==> config.mk <==
export PLATFORM = sky130hd
export DESIGN_NAME = i2c_clock_steer
export DESIGN_NICKNAME = d
export VERILOG_FILES = /design/src/rtl/i2c_steer_pkg.sv /design/src/rtl/i2c_line_sync.sv /design/src/rtl/i2c_sel_slave.sv /design/src/rtl/clk_route.sv /design/src/rtl/i2c_clock_steer.sv
export SDC_FILE = /design/constraint.sdc
export NUM_CORES = 1
export LEC_CHECK = 0
export ABC_AREA = 1
export BUFFER_PORTS_ARGS = -buffer_cell sky130_fd_sc_hd__buf_2
export CORE_MARGIN = 3
export CORE_UTILIZATION = 45
export DETAILED_ROUTE_END_ITERATION = 8
export GPL_ROUTABILITY_DRIVEN = 0
export PLACE_DENSITY = 0.65
export SETUP_SLACK_MARGIN = 0.02
export SLEW_MARGIN = 10
export SYNTH_ARGS = -nofsm -noshare
export SYNTH_HDL_FRONTEND = slang
export SYNTH_SLANG_ARGS = --single-unit
==> constraint.sdc <==
create_clock -name clk -period 1.2 [get_ports clk]
set_input_delay 0.06 -clock clk [delete_from_list [all_inputs] [get_ports clk]]
set_output_delay 0.06 -clock clk [all_outputs]
set_load 0.005 [all_outputs]
==> src/rtl/i2c_steer_pkg.sv <==
package i2c_steer_pkg;

    localparam int ADDR_W = 7;
    localparam int BYTE_W = 8;
    localparam int CNT_W  = $clog2(BYTE_W);

    typedef enum logic [2:0] {
        ST_IDLE,
        ST_ADDR,
        ST_AACK_SET,
        ST_AACK,
        ST_DATA,
        ST_DACK_SET,
        ST_DACK,
        ST_WAIT
    } slv_state_t;

    typedef struct packed {
        logic scl_rise;
        logic scl_fall;
        logic start;
        logic stop;
        logic sda;
    } line_evt_t;

    function automatic logic frame_hit(input logic [BYTE_W-1:0] frame,
                                       input logic [ADDR_W-1:0] own);
        return (frame[BYTE_W-1:1] == own) && !frame[0];
    endfunction

endpackage

==> src/rtl/i2c_line_sync.sv <==
module i2c_line_sync
    import i2c_steer_pkg::*;
#(
    parameter int STAGES = 2
) (
    input  logic      clk,
    input  logic      rst,
    input  logic      scl_in,
    input  logic      sda_in,
    output line_evt_t evt
);

    logic [STAGES-1:0] scl_chain;
    logic [STAGES-1:0] sda_chain;
    logic              scl_prev;
    logic              sda_prev;

    genvar g;
    generate
        for (g = 0; g < STAGES; g++) begin : g_stage
            always_ff @(posedge clk) begin
                if (rst) begin
                    scl_chain[g] <= 1'b1;
                    sda_chain[g] <= 1'b1;
                end else if (g == 0) begin
                    scl_chain[g] <= scl_in;
                    sda_chain[g] <= sda_in;
                end else begin
                    scl_chain[g] <= scl_chain[(g == 0) ? 0 : g-1];
                    sda_chain[g] <= sda_chain[(g == 0) ? 0 : g-1];
                end
            end
        end
    endgenerate

    logic scl_s, sda_s;
    assign scl_s = scl_chain[STAGES-1];
    assign sda_s = sda_chain[STAGES-1];

    always_ff @(posedge clk) begin
        if (rst) begin
            scl_prev <= 1'b1;
            sda_prev <= 1'b1;
        end else begin
            scl_prev <= scl_s;
            sda_prev <= sda_s;
        end
    end

    always_comb begin
        evt.scl_rise = scl_s & ~scl_prev;
        evt.scl_fall = ~scl_s & scl_prev;
        evt.start    = scl_s & scl_prev & sda_prev & ~sda_s;
        evt.stop     = scl_s & scl_prev & ~sda_prev & sda_s;
        evt.sda      = sda_s;
    end

endmodule

==> src/rtl/i2c_sel_slave.sv <==
module i2c_sel_slave
    import i2c_steer_pkg::*;
#(
    parameter logic [ADDR_W-1:0] DEV_ADDR = 7'h3A
) (
    input  logic      clk,
    input  logic      rst,
    input  line_evt_t evt,
    output logic      sda_oe,
    output logic      sel
);

    slv_state_t        state_q;
    logic [CNT_W-1:0]  cnt_q;
    logic [BYTE_W-1:0] shreg_q;
    logic [BYTE_W-1:0] shifted;

    localparam logic [CNT_W-1:0] LAST_BIT = CNT_W'(BYTE_W - 1);

    assign shifted = {shreg_q[BYTE_W-2:0], evt.sda};

    always_ff @(posedge clk) begin
        if (rst) begin
            state_q <= ST_IDLE;
            cnt_q   <= '0;
            shreg_q <= '0;
            sda_oe  <= 1'b0;
            sel     <= 1'b0;
        end else if (evt.start) begin
            state_q <= ST_ADDR;
            cnt_q   <= '0;
            sda_oe  <= 1'b0;
        end else if (evt.stop) begin
            state_q <= ST_IDLE;
            sda_oe  <= 1'b0;
        end else begin
            unique case (state_q)
                ST_ADDR: if (evt.scl_rise) begin
                    shreg_q <= shifted;
                    cnt_q   <= cnt_q + 1'b1;
                    if (cnt_q == LAST_BIT)
                        state_q <= frame_hit(shifted, DEV_ADDR) ? ST_AACK_SET : ST_WAIT;
                end
                ST_AACK_SET: if (evt.scl_fall) begin
                    sda_oe  <= 1'b1;
                    state_q <= ST_AACK;
                end
                ST_AACK: if (evt.scl_fall) begin
                    sda_oe  <= 1'b0;
                    cnt_q   <= '0;
                    state_q <= ST_DATA;
                end
                ST_DATA: if (evt.scl_rise) begin
                    shreg_q <= shifted;
                    cnt_q   <= cnt_q + 1'b1;
                    if (cnt_q == LAST_BIT)
                        state_q <= ST_DACK_SET;
                end
                ST_DACK_SET: if (evt.scl_fall) begin
                    sda_oe  <= 1'b1;
                    state_q <= ST_DACK;
                end
                ST_DACK: if (evt.scl_fall) begin
                    sda_oe  <= 1'b0;
                    sel     <= shreg_q[0];
                    state_q <= ST_WAIT;
                end
                default: ;
            endcase
        end
    end


    no_stray_drive_chk: assert property (@(posedge clk) disable iff (rst)
        sda_oe |-> (state_q == ST_AACK || state_q == ST_DACK));


    sel_after_ack_chk: assert property (@(posedge clk) disable iff (rst)
        !$stable(sel) |-> ($past(state_q) == ST_DACK && $past(evt.scl_fall)));


    restart_addr_chk: assert property (@(posedge clk) disable iff (rst)
        evt.start |=> (state_q == ST_ADDR && cnt_q == '0 && !sda_oe));


    stop_release_chk: assert property (@(posedge clk) disable iff (rst)
        (evt.stop && !evt.start) |=> (state_q == ST_IDLE && !sda_oe));

endmodule

==> src/rtl/clk_route.sv <==
module clk_route #(
    parameter int N_OUT = 2,
    localparam int SEL_W = (N_OUT > 1) ? $clog2(N_OUT) : 1
) (
    input  logic             clk,
    input  logic             rst,
    input  logic             host_clk,
    input  logic [SEL_W-1:0] sel,
    output logic [N_OUT-1:0] dev_clk
);

    genvar i;
    generate
        for (i = 0; i < N_OUT; i++) begin : g_out
            assign dev_clk[i] = host_clk & (sel == SEL_W'(i));
        end
    endgenerate


    one_clock_live_chk: assert property (@(posedge clk) disable iff (rst)
        $onehot0(dev_clk));

endmodule

==> src/rtl/i2c_clock_steer.sv <==
module i2c_clock_steer
    import i2c_steer_pkg::*;
#(
    parameter logic [ADDR_W-1:0] DEV_ADDR    = 7'h3A,
    parameter int                SYNC_STAGES = 2
) (
    input  logic clk,
    input  logic rst,
    input  logic scl_in,
    input  logic sda_in,
    output logic sda_oe,
    input  logic host_clk,
    output logic dev_a_clk,
    output logic dev_b_clk,
    output logic sel_led
);

    line_evt_t  evt;
    logic       sel;
    logic [1:0] dev_clk;

    i2c_line_sync #(.STAGES(SYNC_STAGES)) u_sync (
        .clk    (clk),
        .rst    (rst),
        .scl_in (scl_in),
        .sda_in (sda_in),
        .evt    (evt)
    );

    i2c_sel_slave #(.DEV_ADDR(DEV_ADDR)) u_slave (
        .clk    (clk),
        .rst    (rst),
        .evt    (evt),
        .sda_oe (sda_oe),
        .sel    (sel)
    );

    clk_route #(.N_OUT(2)) u_route (
        .clk      (clk),
        .rst      (rst),
        .host_clk (host_clk),
        .sel      (sel),
        .dev_clk  (dev_clk)
    );

    assign dev_a_clk = dev_clk[0];
    assign dev_b_clk = dev_clk[1];
    assign sel_led   = sel;

endmodule

==> summary.txt, run 1 <==
Critical path
  • Worst Setup Path Type: register to register
  • Data arrival, critical path: ~1.5 ns
  • Cell Chain, Critical Path: buf_4 -> nand2_1 -> nand2_1 -> nand2_2 -> nand4_1 -> a21oi_2 -> nor2_1
  • CP max stage delay: 0.38 ns
  • Worst R2R Setup Slack: -0.1 ns
  • FF-to-FF Start: u_slave.state_q[2]
  • Crit start category: register
  • RR Endpoint: u_slave.state_q[1]
  • Worst Setup End Kind: register
  • Slowest CP cell: dfxtp_4
  • Most frequent CP cell: nand2_1
  • Maximum fanout along the worst path: 5
  • R2R depth: 7
  • CP Data Required Time: 1.42 ns

Synth
  • Dominant synthesized flop cell: dfxtp_1
  • Number of synthesized flops with an enable pin: 0
  • Post-synthesis xor/xnor area fraction: 0%
  • Share of the synthesized area in the top cell type: 40.0%
  • Syn Nets: 156
  • Largest family of logic cells by synthesized area: simple AND/OR/NAND/NOR gates
  • Adder-cell share of the synthesized area: between 2 and 2.5%
  • FF+latch count, synth: 21
  • Post-Syn Area: 0.00105 mm^2
  • Synth Area in Compound Gates: between 10% and 20%
  • Sequential fraction of the synthesis area: between 40% and 50%
  • Cell taking the most area after synthesis: dfxtp_1
  • Synth top cells by count: nand2_1 (32), dfxtp_1 (21), inv_1 (19), nor2_1 (17)
  • Post-synthesis mux area share: 0%
  • Top post-synthesis cells by area: dfxtp_1 (40%), nand2_1 (11%), inv_1 (6.8%)
  • Top-count cell post-synth: nand2_1
  • Asr flop ratio synth: 0%
  • Cell count after synthesis: between 100 and 150
  • Synth warn: 0
  • Mapped Avg Cell Area: between 7 and 8 um^2
  • Synth unique cells: 21
  • Post-Synth Simple-Gate Area: 34.1%

Power
  • Clock power share: 12.8%
  • LEAKAGE: 0.687 nW
  • Switching share of power: 43.5%
  • Cell Pwr Density: 1890 mW/mm^2
  • Combinational group share of total power: 54.9%
  • Sequential power share: 32.3%
  • Net load switching power: 1.25 mW
  • Maximum vdd drop: ~1200 uV
  • P_int: between 1.5 and 2 mW

Final layout
  • Final std cell area, no fill: between 0.0015 and 0.002 mm^2
  • Area grow syn2layout: 44.8%
  • Ratio of cells with drive above 1 in the final layout: 44.5%
  • Final core utilization: 73.0%
  • Fin nets: 190
  • Ant diodes: 0
  • Fillers: between 150 and 200

GRT
  • GRT overflow: 0
  • Largest net degree at the start of global routing: 16
  • All-Layer GR Usage: 19.4%
  • Vias in the first global route: 958
  • First-pass GRT wire length: about 4000 um
  • Antenna violations before repair: 0

Hold path
  • Hold Crit Depth: 4
  • Hold path endpoint: dev_b_clk
  • Worst Hold Launch: host_clk
  • Class of the worst hold path: input port to output pin

Timing
  • Final cycle utilization of the critical path: 108%
  • Hold Vio Cnt, Final: 0
  • Final max-slew violation count: 0
  • WHS: 0.397 ns
  • Final Setup Violations: 13
  • Final min period: 1.30 ns
  • Max_slew headroom: 71.7%
  • Setup TNS Final: -0.658 ns
  • Setup Skew: ~0.006 ns
  • Fmax: 771 MHz
  • Actual slew at the worst max-slew pin: 0.423 ns
  • Setup ws final: -0.0970 ns
  • RSZ-0062 raised after global routing: true

Floorplanning
  • Die Ht: 54.3 um
  • Site Rows: 16
  • Die W: 54.3 um
  • Floorplan core area: roughly 0.0021 mm^2
  • Num ports: 9
  • Initial Util: between 50 and 60%
  • Die Area: 0.00295 mm^2

CTS
  • Clock-pin slew on the worst setup and hold paths: 0.12 ns
  • CTS sink cnt: 21
  • H-tree levels: 1
  • Root Buffer Master: clkbuf_4
  • Clock buffer depth: 2
  • CTS tree: yes
  • CTS Buf Count: 3
  • Clk Latency, worst-skew pair: 0.31 ns

Detailed routing
  • WL final: 2700 um
  • Drt drc: 0
  • Initial drt markers: 23
  • Via count: 1,086
  • Initial DRT Pass Iterations: 4
  • Routed WL per cell: 12.9 um
  • DRT antenna net count: 0
  • Vias per cell: 5.20

Placement
  • Placed cell area: 0.00126 mm^2
  • Input/output buffers: 8
  • Detailed Place HPWL: 1690 um

Run
  • Max cap viols: 0

Outcome
  • Status: finished with violations
  • Failing checks: negative setup slack
cells by family (layout without fill, tap and decap cells):
logic type      Yosys count  count (layout)
compound gates           28              28
fa+ha+maj                 2               2
buf+inv                  24              57
flops                    21              21
simple gates             74              74
worst max-delay path by stage:
| stage | start | end | slack (ns) |
|---|---|---|---|
| 5_1_grt | u_slave.state_q[2] | u_slave.state_q[1] | -0.17 |
| 3_5_place_dp | u_slave.state_q[0] | u_slave.state_q[0] | -0.17 |
| 3_3_place_gp | u_slave.state_q[0] | u_slave.state_q[1] | -0.11 |
| 2_1_floorplan | u_slave.state_q[0] | u_slave.state_q[0] | 0.02 |
| 4_1_cts | u_slave.cnt_q[1] | u_slave.state_q[0] | -0.06 |
| 6_report | u_slave.state_q[2] | u_slave.state_q[1] | -0.1 |
placed cells by master (no fill, tap or decap), drive strengths merged, types with 2 or more instances in the layout:
cell type,Yosys,layout
a21oi,13,13
buf,2,27
clkbuf,0,4
dfxtp,21,21
dlygate4sd3,0,3
ha,2,2
inv,22,22
nand2,35,35
nand3,15,15
nor2,18,18
o21ai,14,14
or2,4,4
routing by layer:
metal	vias up	wire length (um)	track usage, %
li1	544	-	-
met1	510	1140	23.0
met2	20	1400	32.1
met3	12	58	3.00
met4	0	106	13.3
met5	-	0	0
final cells by class:
type                       instances  area [um^2]  share of cell area (%)
tap                               27         33.8                    2.22
clock inverter                     1         7.51                   0.494
sequential                        21          437                    28.7
clock buffer                       3         22.5                    1.48
inverter                          22         87.6                    5.76
multi-input combinational        104          674                    44.4
timing repair buffer              31          258                    17.0
worst max-delay path, delay by kind of cell, from the launching register on:
kind            cells  cell delay, ns
simple gates        5            0.50
compound gates      1            0.17
buf+inv             1            0.16
flops               1            0.38
state kept, by name (all words and copies together) (netlist names):
name and count:
u_slave.cnt_q 3, u_slave.shreg_q 7, u_sync.sda_s 1, u_sync.scl_s 1, u_sync.scl_chain 1, u_slave.sda_oe 1
u_sync.sda_prev 1, u_sync.scl_prev 1, u_slave.state_q 3, u_sync.sda_chain 1, u_slave.sel 1
power groups by stage:
stage	Sequential [mW]	Clock, mW	Combinational, mW
finish	0.930	0.368	1.58
global route	0.943	0.398	1.72
CTS	0.891	0.377	1.35
detailed placement	0.882	0	1.23
global placement	0.874	0	1.21
floorplan	0.860	0	0.803
timing repair:
action,in CTS,in global routing
endpoints found under the setup margin,15,15
gates resized for setup,20,32
hold buffers,3,0
cloned,0,1
pin swaps,8,8
hold endpoints to repair,3,0
buffers inserted,1,2
stage by stage:
step	total power, mW	instances	setup WS, ns
finish	2.88	209	-0.0970
global route	3.06	209	-0.167
detailed placement	2.12	198	-0.172
floorplan	1.66	149	0.0242
CTS	2.62	206	-0.0592
global placement	2.08	198	-0.112
No activity file was read; power rests on OpenSTA's default activity.
==> run 2, diff against run 1 <==
--- a/config.mk
+++ b/config.mk
@@ -7,11 +7,13 @@
 export LEC_CHECK = 0
 export ABC_AREA = 1
 export BUFFER_PORTS_ARGS = -buffer_cell sky130_fd_sc_hd__buf_2
+export CAP_MARGIN = 0
 export CORE_MARGIN = 3
-export CORE_UTILIZATION = 45
+export CORE_UTILIZATION = 51
+export CTS_BUF_LIST = sky130_fd_sc_hd__clkbuf_16
 export DETAILED_ROUTE_END_ITERATION = 8
 export GPL_ROUTABILITY_DRIVEN = 0
-export PLACE_DENSITY = 0.65
+export PLACE_DENSITY = 0.73
 export SETUP_SLACK_MARGIN = 0.02
 export SLEW_MARGIN = 10
 export SYNTH_ARGS = -nofsm -noshare
==> summary.txt, run 2 (synthesis results as in run 1) <==
Outcome
  • Status: finished with violations (unchanged)
  • Failing checks: negative setup slack (unchanged)

Detailed routing
  • Initial DRT Pass Iterations: 4 (unchanged)
  • DRT antenna net count: 0 (unchanged)
  • WL final: 2920 um (was 2700 um)
  • Vias per cell: 5.49 (was 5.20)
  • Routed WL per cell: 14.2 um (was 12.9 um)
  • Drt drc: 0 (unchanged)
  • Via count: 1,130 (was 1,086)
  • Initial drt markers: 28 (was 23)

CTS
  • CTS sink cnt: 21 (unchanged)
  • H-tree levels: 1 (unchanged)
  • Root Buffer Master: clkbuf_16 (was clkbuf_4)
  • Clk Latency, worst-skew pair: 0.26 ns (was 0.31 ns)
  • Clock buffer depth: 2 (unchanged)
  • CTS tree: yes (unchanged)
  • Clock-pin slew on the worst setup and hold paths: 0.06 ns (was 0.12 ns)
  • CTS Buf Count: 3 (unchanged)

Timing
  • WHS: 0.0795 ns (was 0.397 ns)
  • RSZ-0062 raised after global routing: true (unchanged)
  • Final cycle utilization of the critical path: 106% (was 108%)
  • Setup ws final: -0.0680 ns (was -0.0970 ns)
  • Setup Skew: 0.00278 ns (was 0.00599 ns)
  • Final Setup Violations: 5 (was 13)
  • Final max-slew violation count: 0 (unchanged)
  • Hold Vio Cnt, Final: 0 (unchanged)
  • Final min period: 1.27 ns (was 1.30 ns)
  • Actual slew at the worst max-slew pin: 0.291 ns (was 0.423 ns)
  • Max_slew headroom: 80.6% (was 71.7%)
  • Fmax: 789 MHz (was 771 MHz)

Floorplanning
  • Die W: 51.4 um (was 54.3 um)
  • Num ports: 9 (unchanged)
  • Initial Util: 57.1% (was 50.4%)
  • Die Ht: 51.4 um (was 54.3 um)
  • Site Rows: 15 (was 16)
  • Floorplan core area: 0.00184 mm^2 (was 0.00208 mm^2)
  • Die Area: 0.00264 mm^2 (was 0.00295 mm^2)

Power
  • Switching share of power: 39.5% (was 43.5%)
  • Net load switching power: 1.31 mW (was 1.25 mW)
  • Combinational group share of total power: 50.3% (was 54.9%)
  • Total power: 3.32 mW (was 2.88 mW)
  • P_int: 2.01 mW (was 1.63 mW)
  • Maximum vdd drop: 1840 uV (was 1170 uV)
  • Clock power share: 21.4% (was 12.8%)
  • Cell Pwr Density: 2180 mW/mm^2 (was 1890 mW/mm^2)
  • LEAKAGE: 0.689 nW (was 0.687 nW)
  • Sequential power share: 28.3% (was 32.3%)

Final layout
  • Area grow syn2layout: 45.1% (was 44.8%)
  • Ratio of cells with drive above 1 in the final layout: 44.8% (was 44.5%)
  • Max reg flops: 7 (unchanged)
  • Fin nets: 189 (was 190)
  • Reg with most FFs: u_slave.shreg_q (unchanged)
  • Leading cell type in the layout, fill and taps excluded: nand2_1 (unchanged)
  • Ant diodes: 0 (unchanged)
  • Most frequent cells in the layout: nand2_1 (23), buf_4 (17), inv_1 (16) (was nand2_1 (27), inv_1 (17), buf_4 (16))
  • Non-filler cells, final: 206 (was 209)
  • Fillers: 124 (was 172)
  • Biggest regs: u_slave.shreg_q (7), u_slave.cnt_q (3), u_slave.state_q (3) (unchanged)

Critical path
  • Worst R2R Setup Slack: -0.07 ns (was -0.1 ns)
  • CP Data Required Time: 1.35 ns (was 1.42 ns)
  • Data arrival, critical path: 1.41 ns (was 1.51 ns)
  • Worst Setup End Kind: register (unchanged)
  • Maximum fanout along the worst path: 5 (unchanged)
  • Worst Setup Path Type: register to register (unchanged)
  • Crit start category: register (unchanged)

GRT
  • Vias in the first global route: 1,110 (was 958)
  • Antenna violations before repair: 0 (unchanged)
  • All-Layer GR Usage: 23.9% (was 19.4%)
  • GRT overflow: 0 (unchanged)
  • Largest net degree at the start of global routing: 16 (unchanged)
  • First-pass GRT wire length: 4720 um (was 4070 um)

Run
  • Max cap viols: 0 (unchanged)

Placement
  • Placed cell count: 197 (was 198)
  • Detailed Place HPWL: 1730 um (was 1690 um)
  • Input/output buffers: 8 (unchanged)

Hold path
  • Class of the worst hold path: input port to register (was input port to output pin)
==> run 2: cell types whose count changed in the layout (fill, tap and decap cells not counted), moves of 2 or more <==
cell	change
a21oi_1	+3
a21oi_2	-3
clkbuf_16	+2
clkbuf_4	-3
nand2_1	-4
nand2_2	+6
nand2_4	-2
nor2_1	-3
nor2_2	+3
o21ai_1	+6
o21ai_2	-6
==> run 2: worst max-delay path, stage by stage, from the launching register on <==
cell and delay, ns:
dfxtp_4 0.37, buf_4 0.15, nand2_1 0.06, nand2_1 0.06, nand3_2 0.09, nand2_2 0.07
nor2_4 0.15, nand3_2 0.08, nand2_2 0.07, nor2_2 0.04
==> run 2: layout make-up <==
type	instances	area (um^2)	area share (%)
Multi-Input combinational cell	104	654	43.0
Sequential cell	21	437	28.7
Timing Repair Buffer	30	230	15.1
Inverter	22	90.1	5.92
Clock buffer	3	75.1	4.93
Tap cell	25	31.3	2.05
Clock inverter	1	5.00	0.329
==> run 2: power groups by stage <==
| stage | registers [mW] | clock network (mW) | logic, mW |
|---|---|---|---|
| after floorplan | 0.860 | 0 | 0.803 |
| after global placement | 0.874 | 0 | 1.24 |
| after detailed placement | 0.879 | 0 | 1.27 |
| after CTS | 0.918 | 0.709 | 1.50 |
| after global routing | 0.961 | 0.740 | 1.82 |
| final | 0.940 | 0.711 | 1.67 |
==> run 2: final timing paths <==
check / startpoint / end / depth (start not counted)
setup / recovery: u_slave.state_q[0] / u_slave.state_q[0] / 9
hold / removal: rst / u_slave.sel / 2
setup reg to reg: u_slave.state_q[0] / u_slave.state_q[0] / 9
hold reg to reg: u_sync.scl_chain[0] / u_sync.scl_s / 1
==> run 2: timing repair <==
action | 4_1_cts | 5_1_grt
pin swaps | 12 | 12
gates resized for setup | 30 | 21
setup endpoints to repair | 15 | 14
hold endpoints to repair | 2 | 0
hold buffers | 2 | 0
buffers inserted | 3 | 0
==> run 2: routing by layer <==
| layer | wire (um) | GRT usage [%] | vias to the layer above |
|---|---|---|---|
| li1 | - | - | 542 |
| met1 | 1230 | 27.3 | 523 |
| met2 | 1400 | 42.2 | 46 |
| met3 | 147 | 4.08 | 19 |
| met4 | 148 | 12.2 | 0 |
| met5 | 0 | 0 | - |
==> run 2: metrics by stage <==
stage / TNS [ns] / worst slack, ns / area (um^2) / utilization [%]
after floorplan: 0 / 0.0242 / 1070 / -
after global placement: -0.449 / -0.111 / 1260 / 68.7
after detailed placement: -0.870 / -0.139 / 1260 / 68.7
after CTS: -0.0592 / -0.0327 / 1460 / 79.4
after global routing: -0.987 / -0.127 / 1520 / 82.8
final: -0.136 / -0.0680 / 1520 / 82.8
